### src/rtl/rxu_pkg.sv
package rxu_pkg;

    typedef enum logic [2:0] {
        ST_IDLE,
        ST_START,
        ST_DATA,
        ST_PARITY,
        ST_STOP1,
        ST_STOP2
    } rx_state_e;

    localparam int NUM_ERR   = 3;
    localparam int ERR_OVR   = 0;
    localparam int ERR_FER   = 1;
    localparam int ERR_PER   = 2;
    localparam int STAT_RDY  = 0;
    localparam int STAT_ERR0 = 1;

    localparam logic ADDR_STAT = 1'b0;
    localparam logic ADDR_DATA = 1'b1;

endpackage

### src/rtl/rxu_sync.sv
module rxu_sync #(
    parameter int STAGES = 2
) (
    input  logic clk,
    input  logic rst_n,
    input  logic d_i,
    output logic q_o
);

    logic [STAGES-1:0] pipe_q;

    always_ff @(posedge clk or negedge rst_n) begin
        if (!rst_n) begin
            pipe_q <= '1;
        end else begin
            pipe_q <= {pipe_q[STAGES-2:0], d_i};
        end
    end

    assign q_o = pipe_q[STAGES-1];

endmodule

### src/rtl/rxu_frame_fsm.sv
module rxu_frame_fsm
    import rxu_pkg::*;
#(
    parameter int DATA_W = 8,
    parameter int OVS    = 16
) (
    input  logic              clk,
    input  logic              rst_n,
    input  logic              standby_i,
    input  logic              rx_en_i,
    input  logic              freeze_i,
    input  logic              tick_i,
    input  logic              rx_i,
    input  logic              par_en_i,
    input  logic              par_odd_i,
    input  logic              two_stop_i,
    output logic              done_o,
    output logic              stop_bad_o,
    output logic              par_bad_o,
    output logic              busy_o,
    output logic [DATA_W-1:0] data_o
);

    localparam int CNT_W = $clog2(OVS);
    localparam int BIT_W = $clog2(DATA_W);
    localparam logic [CNT_W-1:0] CNT_HALF = CNT_W'(OVS / 2 - 1);
    localparam logic [CNT_W-1:0] CNT_FULL = CNT_W'(OVS - 1);
    localparam logic [BIT_W-1:0] BIT_LAST = BIT_W'(DATA_W - 1);

    rx_state_e         state_q;
    rx_state_e         state_d;
    logic [CNT_W-1:0]  cnt_q;
    logic [BIT_W-1:0]  bit_q;
    logic [DATA_W-1:0] shift_q;
    logic              par_bad_q;
    logic              idle_hi_q;

    logic half_hit;
    logic full_hit;
    logic start_ok;

    assign half_hit = tick_i && (cnt_q == CNT_HALF);
    assign full_hit = tick_i && (cnt_q == CNT_FULL);
    assign start_ok = tick_i && !rx_i && idle_hi_q && !freeze_i;

    // next-state decision
    always_comb begin
        state_d = state_q;
        if (standby_i || !rx_en_i) begin
            state_d = ST_IDLE;
        end else begin
            unique case (state_q)
                ST_IDLE: begin
                    if (start_ok) state_d = ST_START;
                end
                ST_START: begin
                    if (half_hit) state_d = rx_i ? ST_IDLE : ST_DATA;
                end
                ST_DATA: begin
                    if (full_hit && (bit_q == BIT_LAST))
                        state_d = par_en_i ? ST_PARITY : ST_STOP1;
                end
                ST_PARITY: begin
                    if (full_hit) state_d = ST_STOP1;
                end
                ST_STOP1: begin
                    if (full_hit) state_d = two_stop_i ? ST_STOP2 : ST_IDLE;
                end
                ST_STOP2: begin
                    if (full_hit) state_d = ST_IDLE;
                end
                default: state_d = ST_IDLE;
            endcase
        end
    end

    // state register
    always_ff @(posedge clk or negedge rst_n) begin
        if (!rst_n) state_q <= ST_IDLE;
        else        state_q <= state_d;
    end

    // datapath registers
    always_ff @(posedge clk or negedge rst_n) begin
        if (!rst_n) begin
            cnt_q     <= '0;
            bit_q     <= '0;
            shift_q   <= '0;
            par_bad_q <= 1'b0;
            idle_hi_q <= 1'b0;
        end else begin
            if (state_d != state_q) cnt_q <= '0;
            else if (tick_i)        cnt_q <= cnt_q + 1'b1;

            if (state_q == ST_START) begin
                bit_q     <= '0;
                par_bad_q <= 1'b0;
            end

            if ((state_q == ST_DATA) && full_hit) begin
                shift_q <= {rx_i, shift_q[DATA_W-1:1]};
                bit_q   <= bit_q + 1'b1;
            end

            if ((state_q == ST_PARITY) && full_hit)
                par_bad_q <= ((rx_i ^ (^shift_q)) != par_odd_i);

            if (state_q != ST_IDLE) idle_hi_q <= 1'b0;
            else if (rx_i)          idle_hi_q <= 1'b1;
        end
    end

    // outputs
    always_comb begin
        done_o     = (state_q == ST_STOP1) && full_hit && rx_en_i && !standby_i;
        stop_bad_o = !rx_i;
        par_bad_o  = par_bad_q;
        busy_o     = (state_q != ST_IDLE);
        data_o     = shift_q;
    end

endmodule

### src/rtl/rxu_regs.sv
module rxu_regs
    import rxu_pkg::*;
#(
    parameter int DATA_W = 8
) (
    input  logic              clk,
    input  logic              rst_n,
    input  logic              standby_i,
    input  logic              done_i,
    input  logic [DATA_W-1:0] frame_i,
    input  logic              stop_bad_i,
    input  logic              par_bad_i,
    input  logic              sel_i,
    input  logic              wr_i,
    input  logic              addr_i,
    input  logic [DATA_W-1:0] wdata_i,
    output logic [DATA_W-1:0] rdata_o,
    output logic              ready_o,
    output logic [NUM_ERR-1:0] err_o,
    output logic [DATA_W-1:0] data_o
);

    localparam int PAD_W = DATA_W - 1 - NUM_ERR;

    logic              ready_q;
    logic [DATA_W-1:0] data_q;
    logic [NUM_ERR-1:0] err_q;
    logic [NUM_ERR-1:0] arm_q;
    logic [NUM_ERR-1:0] err_set;
    logic rd_stat, wr_stat, rd_data;
    logic unused_wdata;

    assign rd_stat = sel_i && !wr_i && (addr_i == ADDR_STAT);
    assign wr_stat = sel_i &&  wr_i && (addr_i == ADDR_STAT);
    assign rd_data = sel_i && !wr_i && (addr_i == ADDR_DATA);
    assign unused_wdata = ^{wdata_i[DATA_W-1:STAT_ERR0+NUM_ERR], wdata_i[STAT_RDY]};

    always_comb begin
        err_set          = '0;
        err_set[ERR_OVR] = done_i && ready_q;
        err_set[ERR_FER] = done_i && !ready_q && stop_bad_i;
        err_set[ERR_PER] = done_i && !ready_q && par_bad_i;
    end

    genvar gi;
    generate
        for (gi = 0; gi < NUM_ERR; gi++) begin : g_err
            always_ff @(posedge clk or negedge rst_n) begin
                if (!rst_n) begin
                    err_q[gi] <= 1'b0;
                    arm_q[gi] <= 1'b0;
                end else if (standby_i) begin
                    err_q[gi] <= 1'b0;
                    arm_q[gi] <= 1'b0;
                end else begin
                    if (err_set[gi])
                        err_q[gi] <= 1'b1;
                    else if (wr_stat && arm_q[gi] && !wdata_i[STAT_ERR0+gi])
                        err_q[gi] <= 1'b0;

                    if (wr_stat)                   arm_q[gi] <= 1'b0;
                    else if (rd_stat && err_q[gi]) arm_q[gi] <= 1'b1;
                end
            end
        end
    endgenerate

    always_ff @(posedge clk or negedge rst_n) begin
        if (!rst_n) begin
            ready_q <= 1'b0;
            data_q  <= '0;
        end else if (standby_i) begin
            ready_q <= 1'b0;
        end else begin
            if (done_i && !ready_q) begin
                data_q  <= frame_i;
                ready_q <= !stop_bad_i;
            end else if (rd_data) begin
                ready_q <= 1'b0;
            end
        end
    end

    always_comb begin
        rdata_o = '0;
        if (rd_stat)      rdata_o = {{PAD_W{1'b0}}, err_q, ready_q};
        else if (rd_data) rdata_o = data_q;
    end

    assign ready_o = ready_q;
    assign err_o   = err_q;
    assign data_o  = data_q;

endmodule

### src/rtl/sticky_uart_rx.sv
module sticky_uart_rx
    import rxu_pkg::*;
#(
    parameter int DATA_W      = 8,
    parameter int OVS         = 16,
    parameter int SYNC_STAGES = 2
) (
    input  logic              clk,
    input  logic              rst_n,
    input  logic              standby_i,
    input  logic              rx_en_i,
    input  logic              tick_i,
    input  logic              rx_i,
    input  logic              par_en_i,
    input  logic              par_odd_i,
    input  logic              two_stop_i,
    input  logic              bus_sel_i,
    input  logic              bus_wr_i,
    input  logic              bus_addr_i,
    input  logic [DATA_W-1:0] bus_wdata_i,
    output logic [DATA_W-1:0] bus_rdata_o
);

    logic               rx_s;
    logic               frame_done;
    logic               stop_bad;
    logic               par_bad;
    logic               busy;
    logic [DATA_W-1:0]  frame_data;
    logic               ready_q;
    logic [NUM_ERR-1:0] err_q;
    logic [DATA_W-1:0]  data_q;
    logic               ovr_q;
    logic               fer_q;
    logic               freeze;

    assign ovr_q  = err_q[ERR_OVR];
    assign fer_q  = err_q[ERR_FER];
    assign freeze = ovr_q || fer_q;

    rxu_sync #(.STAGES(SYNC_STAGES)) u_sync (
        .clk   (clk),
        .rst_n (rst_n),
        .d_i   (rx_i),
        .q_o   (rx_s)
    );

    rxu_frame_fsm #(.DATA_W(DATA_W), .OVS(OVS)) u_fsm (
        .clk        (clk),
        .rst_n      (rst_n),
        .standby_i  (standby_i),
        .rx_en_i    (rx_en_i),
        .freeze_i   (freeze),
        .tick_i     (tick_i),
        .rx_i       (rx_s),
        .par_en_i   (par_en_i),
        .par_odd_i  (par_odd_i),
        .two_stop_i (two_stop_i),
        .done_o     (frame_done),
        .stop_bad_o (stop_bad),
        .par_bad_o  (par_bad),
        .busy_o     (busy),
        .data_o     (frame_data)
    );

    rxu_regs #(.DATA_W(DATA_W)) u_regs (
        .clk        (clk),
        .rst_n      (rst_n),
        .standby_i  (standby_i),
        .done_i     (frame_done),
        .frame_i    (frame_data),
        .stop_bad_i (stop_bad),
        .par_bad_i  (par_bad),
        .sel_i      (bus_sel_i),
        .wr_i       (bus_wr_i),
        .addr_i     (bus_addr_i),
        .wdata_i    (bus_wdata_i),
        .rdata_o    (bus_rdata_o),
        .ready_o    (ready_q),
        .err_o      (err_q),
        .data_o     (data_q)
    );

endmodule

### config.mk
export PLATFORM = sky130hd
export DESIGN_NAME = sticky_uart_rx
export DESIGN_NICKNAME = d
export VERILOG_FILES = /design/src/rtl/rxu_pkg.sv /design/src/rtl/rxu_sync.sv /design/src/rtl/rxu_frame_fsm.sv /design/src/rtl/rxu_regs.sv /design/src/rtl/sticky_uart_rx.sv
export SDC_FILE = /design/constraint.sdc
export NUM_CORES = 1
export LEC_CHECK = 0
export BUFFER_PORTS_ARGS = -buffer_cell sky130_fd_sc_hd__clkbuf_2
export CORE_MARGIN = 2
export CORE_UTILIZATION = 50
export CTS_CLUSTER_SIZE = 24
export DETAILED_ROUTE_END_ITERATION = 10
export PLACE_DENSITY = 0.82
export SYNTH_ARGS = -nofsm -noshare
export SYNTH_HDL_FRONTEND = slang
export SYNTH_SLANG_ARGS = --single-unit
### constraint.sdc
create_clock -name clk -period 3.3 [get_ports clk]
set_input_delay 0.165 -clock clk [delete_from_list [all_inputs] [get_ports clk]]
set_output_delay 0.165 -clock clk [all_outputs]
set_load 0.05 [all_outputs]
After elaboration in Yosys (flattened, before gate mapping)
Cells that the tools add are included.
- divide/modulo/power cells: 0
- multiplexer cells: 42
- shift-type cells: 0
- eq/ne operators: 10
- bitwise logic cells: 3
- $lt $le $gt $ge: 0
- $mul: 0
- add/subtract/negate cells: 2
- reductions and logical operators: 55
- operators with widths (cell ; number):
    $mux 3 ; 11
    $logic_and 1x1->1 ; 29
    $mux 1 ; 25
    $reduce_bool 3->1 ; 8
    $pmux 3 s6 ; 1
    $mux 8 ; 2
    $eq 3x3->1 const B ; 3
    $logic_not 1->1 ; 9
    $mux 4 ; 2
    $reduce_bool 2->1 ; 4
    $reduce_xor 8->1 ; 1
    $eq 3x2->1 const B ; 2
    $add 4x1->4 const B ; 1
    $eq 4x3->1 const B ; 1
    $eq 4x4->1 const B ; 1
    $add 3x1->3 const B ; 1
    $eq 3x1->1 const B ; 1
    $logic_not 3->1 ; 1
    $ne 3x3->1 ; 1
    $logic_or 1x1->1 ; 2
    $mux 2 ; 1
    $not 1->1 ; 2
    $reduce_and 2->1 ; 1
    $ne 1x1->1 ; 1
    $xor 1x1->1 ; 1
- ROM bits: 0
- memories: 0
- register bits: 37
- input port bits: 20
- bits in latches: 0
- RAM bits: 0
- output and inout bits: 8
- word-level logic and storage cells: 127

Logic depth before layout (Yosys ltp)
- word-level depth: 9
- gate-level depth with buffers: 8
- gate-level depth less buffers: 7

By module
A second synthesis with hierarchy kept.
- cell total of the unflattened synthesis: 187
- area total of the unflattened synthesis: 1993.2 um2
- modules (own cells, without submodules) (module ; instances ; cells each ; area each (um2) ; seq. area each (um2)):
    rxu_frame_fsm ; 1 ; 121 ; 1183.6 ; 500.5
    rxu_regs ; 1 ; 63 ; 750.7 ; 375.4
    rxu_sync ; 1 ; 2 ; 52.6 ; 52.6
    sticky_uart_rx ; 1 ; 1 ; 6.3 ; 0.0

Worst setup path before layout
No wires, ideal clock.
- path kind: register to register
- from: register u_fsm.cnt_q[0]
- to: register u_regs.data_q[0] (netlist: u_regs.data_o[0])
- library setup time: 0.125 ns
- cell stages (with the launch flop): 8
- buffers on the path: 2
- path slack: 1.447 ns
- required time: 3.175 ns
- data arrival time: 1.728 ns
- period minus slack after synthesis: 1.853 ns
- cell sequence: dfrtp_1 > ha_1 > and4_1 > buf_4 > nand3b_2 > or3_4 > buf_6 > mux2_4
- word-level cells in the longest chain between the ends: 7
- ends and longest elaborated chain (what ; line ; text):
    from (decl) ; rxu_frame_fsm.sv:32 ; logic [CNT_W-1:0] cnt_q;
    from (signal assigned) ; rxu_frame_fsm.sv:93 ; else if (tick_i) cnt_q <= cnt_q + 1'b1;
    $eq 4x4->1 ; rxu_frame_fsm.sv:43 ; assign full_hit = tick_i && (cnt_q == CNT_FULL);
    $logic_and 1x1->1 ; rxu_frame_fsm.sv:43 ;
    $logic_and 1x1->1 (3 in a row) ; rxu_frame_fsm.sv:115 ; done_o = (state_q == ST_STOP1) && full_hit && rx_en_i && !standby_i;
    $logic_and 1x1->1 ; rxu_regs.sv:75 ; if (done_i && !ready_q) begin
    $reduce_and 2->1 (no line) ; n/a ;
    to (signal assigned) ; rxu_regs.sv:76 ; data_q <= frame_i;
    to (decl) ; rxu_regs.sv:26 ; logic [DATA_W-1:0] data_q;
No other way between the ends.
A chain may end at the register's enable or synchronous reset.

Worst setup path after layout
- from: register u_fsm.state_q[1]
- to: register u_fsm.cnt_q[0]
- word-level cells in the longest chain between the ends: 5
- elaborated cells on any way between the ends: 17
- those cells by class: eq/ne (6); mux (9); reduce/logical (2)
- ends and longest elaborated chain (what ; line ; text):
    from (decl) ; rxu_frame_fsm.sv:30 ; rx_state_e state_q;
    from (signal assigned) ; rxu_frame_fsm.sv:80 ; else state_q <= state_d;
    $eq 3x3->1, or another cell as far along ; rxu_frame_fsm.sv:52 ; unique case (state_q)
    $pmux 3 s6 ; rxu_frame_fsm.sv:52 ;
    $mux 3 ; rxu_frame_fsm.sv:49 ; if (standby_i || !rx_en_i) begin
    $ne 3x3->1 (*) ; rxu_frame_fsm.sv:92 ; if (state_d != state_q) cnt_q <= '0;
    $mux 4 / $reduce_bool 2->1 (equally long branches) ; n/a ;
Every way passes the cells marked *; elsewhere a longest branch is shown, timed or not.

==> reports/results.txt <==
The run finished, with violations left. The final reports fail on negative hold slack. The capture instance of the worst register-to-register path is u_fsm.cnt_q[0]. From synthesis to final layout, the design area changed by 12.29%.

TritonCTS built the clock tree. In the final timing run, aggregate negative setup slack is 0 ns. In this run, placement finished with an instance count of 251. In the routed design, unresolved DRC markers number 0. Counting flops and latches in the post-synthesis netlist gives 37. Dividing the detail-routed via count by the number of cells gives 5.569. The layout cell share with drive strength beyond 1 was 25.24%; the wire length of the first global-routing pass was 6348 um.

Largest fanout on the critical path: 16. The tools report the first-iteration detailed-routing DRC count as 74. The routed wire length is 3744 um, and the transition time at the pin with the least slew margin is 0.9054 ns. Counting distinct cell types in the post-synthesis netlist gives 48. The number of top-level pins is 28, and the global route total overflow is 0. The top achievable clock speed is 461.9 MHz, and the number of buffers added for setup after CTS is 0.

Setup repair after global routing left no endpoint under its margin. The max-cap violation count is 0. The headroom to the max-slew limit was 39.64%; the clock tree skew after final layout was 0.009190 ns. The number of global-route vias before repair is 1397, and the number of placement rows is 23. The commonest register cell after synthesis was sky130_fd_sc_hd__dfrtp_1. The worst setup path is captured at a flop. Number of failing hold endpoints at the final stage: 27.

The logs give 3.45 ns for the required time of the critical path and 0 for the count of antenna diodes in the layout. The run gives -0.009069 ns as the worst-case hold slack. In the detailed route, the total length drawn on met2 is 1733 um. TritonCTS created 5 clock buffers. In this run the worst setup path terminates at u_fsm.cnt_q[0].

The aggregate global-route resource usage is 18.77%, and the post-layout net count is 232. The routed layout has 1448 vias. The clock slew at the register clock pins of the worst setup and hold paths works out to 0.08 ns. The worst setup path is launched from a flop.

The tree built by TritonCTS fans out to 37 sinks. The die is 67.81 um tall. Logic gate share of total power: 10.9%.

The worst register-to-register path begins at u_fsm.state_q[1]. After layout, the minimum clock period comes to 2.165 ns. After detailed routing, the wire length on met1 is 1763 um. The post-synthesis async set-or-reset flop share is 100.0%.

The wire-length estimate of the detail-placed layout is 2624 um. Counting every instance in the synthesized netlist gives 191. The pre-antenna-repair detailed-routing pass consisted of 4 iterations. The count of cells along the worst register-to-register path was 5.

Excluding fillers, the count of instances in the completed layout stands at 260. At the later pin of the worst-skew pair, clock insertion delay measures 0.29 ns. The width of the die works out to 67.81 um.

The tools report the largest net degree at the start of global routing as 38. The analysis attributes to cell leakage a power of 1.094 nW. The logs give 51.26% for the starting density of the core and 0.2956 mV for the worst IR drop on VDD.

In the final routed layout, each cell accounts on average for 14.40 um. Synthesis produced a netlist with a net count of 214. In this run the remaining antenna-violating nets after routing total 0. The number of enable flip-flop cells after synthesis was 0; the portion of total power attributed to sequential cells was 46.4%. After synthesis the cells add up to 0.002036 mm^2. Setup violations remaining at the end of the flow were counted as 0.

Internal power comes to 842.4 uW. The path class of the tightest hold or removal check is in2async. The clock tree synthesis step divided the H-tree into 2 levels.

The tools report the initial antenna violation count as 0. For the weighted congestion reported at the end of routability-driven placement, the log shows 0.7828. Count of pins over their slew limit: 0.

For the clock tree buffer depth, the log shows 2. Dividing the synthesized area by the synthesized cell count gives 10.66 um^2. Sequential elements use 45.61% of the synthesized area.

The most critical setup path has its startpoint at u_fsm.state_q[1]. In this run the top signal layer used is met4. The analysis attributes to net switching a power of 269.7 uW. The tools report the number of cells upsized or downsized after cts as 0. The clock network is responsible for 42.7% of the overall power.

Counting the fill cells in the layout gives 344. The tree is rooted in a sky130_fd_sc_hd__clkbuf_8. Of the total power, the share spent switching nets is 24.25%. Data arrives at the worst endpoint at 2.32 ns. The core box area is 0.003971 mm^2. In this run the register-to-register setup slack is 1.14 ns. The die covers 0.004598 mm^2.

Summing all flip-flop and latch instances after layout gives 928.4 um^2. The met3 routed wirelength is 186 um, and the count of buffers from port buffering is 22. The areal power density over the cells came out at 486.5 mW/mm^2.

Yosys printed 0 warnings. The multi-input combinational cells in the finished layout cover a total of 0.001018 mm^2. The critical setup path kind is reg2reg. After layout, the worst path uses 65.60% of the clock period.
layout by cell type (no fill, tap or decap), drive strengths merged, types with 3 or more instances in the layout:
cell type and n:
a21oi 8, and3 5, clkbuf 27, dfrtp 35, ha 3, inv 6, mux2 15, mux2i 5
nand2 8, nand2b 5, nand3 3, nand3b 9, nor2 15, nor2b 5, nor3 8, nor4 4
o21ai 7, xnor2 8, xor2 3
cell type report:
class	count	share of cell area [%]
clock buffer	5	3.010
inverter	5	0.8210
multi-input combinational	137	44.55
tap	50	2.737
clock inverter	3	3.010
sequential	37	40.61
timing repair buffer	23	5.255
routing by layer:
layer | track usage (%) | vias to the layer above
met1 | 23.44 | 693
met4 | 7.750 | 0
met2 | 30.15 | 29
met3 | 5.833 | 6
met5 | 0 | -
li1 | - | 720
sequential cells by signal, summed over array words and instances, names as in the netlist:
register,flops
u_fsm.par_bad_o,1
u_regs.err_o,3
u_regs.ready_o,1
u_fsm.bit_q,3
u_fsm.state_q,3
u_sync.pipe_q,2
u_fsm.cnt_q,4
u_regs.arm_q,3
u_fsm.idle_hi_q,1
u_regs.data_o,8
u_fsm.data_o,8
power by group through the flow:
stage	Sequential, mW	Clock (mW)	Combinational [mW]
5_1_grt	0.522	0.507	0.141
4_1_cts	0.515	0.487	0.123
2_1_floorplan	0.505	0	0.109
3_5_place_dp	0.523	0	0.120
3_3_place_gp	0.522	0	0.115
6_report	0.516	0.475	0.121
through the flow:
stage | setup slack (ns) | instance area (um^2) | hold slack (ns) | util [%] | power (mW)
6_report | 1.135 | 2286 | -0.009069 | 57.56 | 1.112
5_1_grt | 0.8400 | 2286 | 0.05313 | 57.56 | 1.171
4_1_cts | 1.161 | 2286 | 0.01535 | 57.56 | 1.126
3_5_place_dp | 1.180 | 2138 | 0.2539 | 53.84 | 0.6427
3_3_place_gp | 1.213 | 2138 | 0.2538 | 53.84 | 0.6372
2_1_floorplan | 1.447 | 2036 | -0.1306 | - | 0.6138
worst min path at each step:
stage / startpoint / to / slack [ns] / depth (start not counted)
finish: rst_n / u_fsm.cnt_q[3] / -0.009 / 1
detailed placement: rx_i / u_sync.pipe_q[0] / 0.25 / 1
floorplan: rst_n / u_fsm.bit_q[0] / -0.13 / 0
CTS: rst_n / u_regs.ready_o / 0.02 / 1
global placement: rx_i / u_sync.pipe_q[0] / 0.25 / 1
global route: rst_n / u_regs.err_o[2] / 0.05 / 1
critical path: stages, from the launching register on:
cell and delay, ns:
sky130_fd_sc_hd__dfrtp_1 0.65, sky130_fd_sc_hd__nor2b_1 0.28, sky130_fd_sc_hd__and4_1 0.28, sky130_fd_sc_hd__nor4_1 0.08, sky130_fd_sc_hd__nor4_1 0.59, sky130_fd_sc_hd__nor3_1 0.14
repair_timing:
item	in CTS	in global routing
endpoints found under the hold margin	1	0
setup endpoints to repair	0	0
hold buffers	1	0
logic make-up after synthesis:
| family | count (synthesis) | synth area share, % |
|---|---|---|
| AND/OR/NAND/NOR | 74 | 21.21 |
| flip-flops | 37 | 45.61 |
| AO/OA/AOI/OAI | 28 | 9.097 |
| multiplexers | 20 | 12.05 |
| buffers and inverters | 17 | 4.364 |
| XOR/XNOR | 12 | 5.839 |
| adder cells (fa/ha/maj) | 3 | 1.844 |
synthesized netlist by cell type, types with 3 or more instances:
cell type	count	area share, %
sky130_fd_sc_hd__a21oi_1	7	1.7
sky130_fd_sc_hd__and3_1	5	1.5
sky130_fd_sc_hd__clkbuf_1	6	1.1
sky130_fd_sc_hd__dfrtp_1	35	43
sky130_fd_sc_hd__ha_1	3	1.8
sky130_fd_sc_hd__inv_1	5	0.92
sky130_fd_sc_hd__mux2_2	8	4.4
sky130_fd_sc_hd__mux2_4	7	5.2
sky130_fd_sc_hd__mux2i_1	5	2.5
sky130_fd_sc_hd__nand2_1	8	1.5
sky130_fd_sc_hd__nand2b_1	5	1.5
sky130_fd_sc_hd__nand3b_1	8	3.0
sky130_fd_sc_hd__nor2_1	15	2.8
sky130_fd_sc_hd__nor2b_1	5	1.5
sky130_fd_sc_hd__nor3_1	8	2.0
sky130_fd_sc_hd__nor4_1	4	1.2
sky130_fd_sc_hd__o21ai_0	7	1.7
sky130_fd_sc_hd__xnor2_1	8	3.4
sky130_fd_sc_hd__xor2_1	3	1.3
Power figures use the tool's default switching activity.
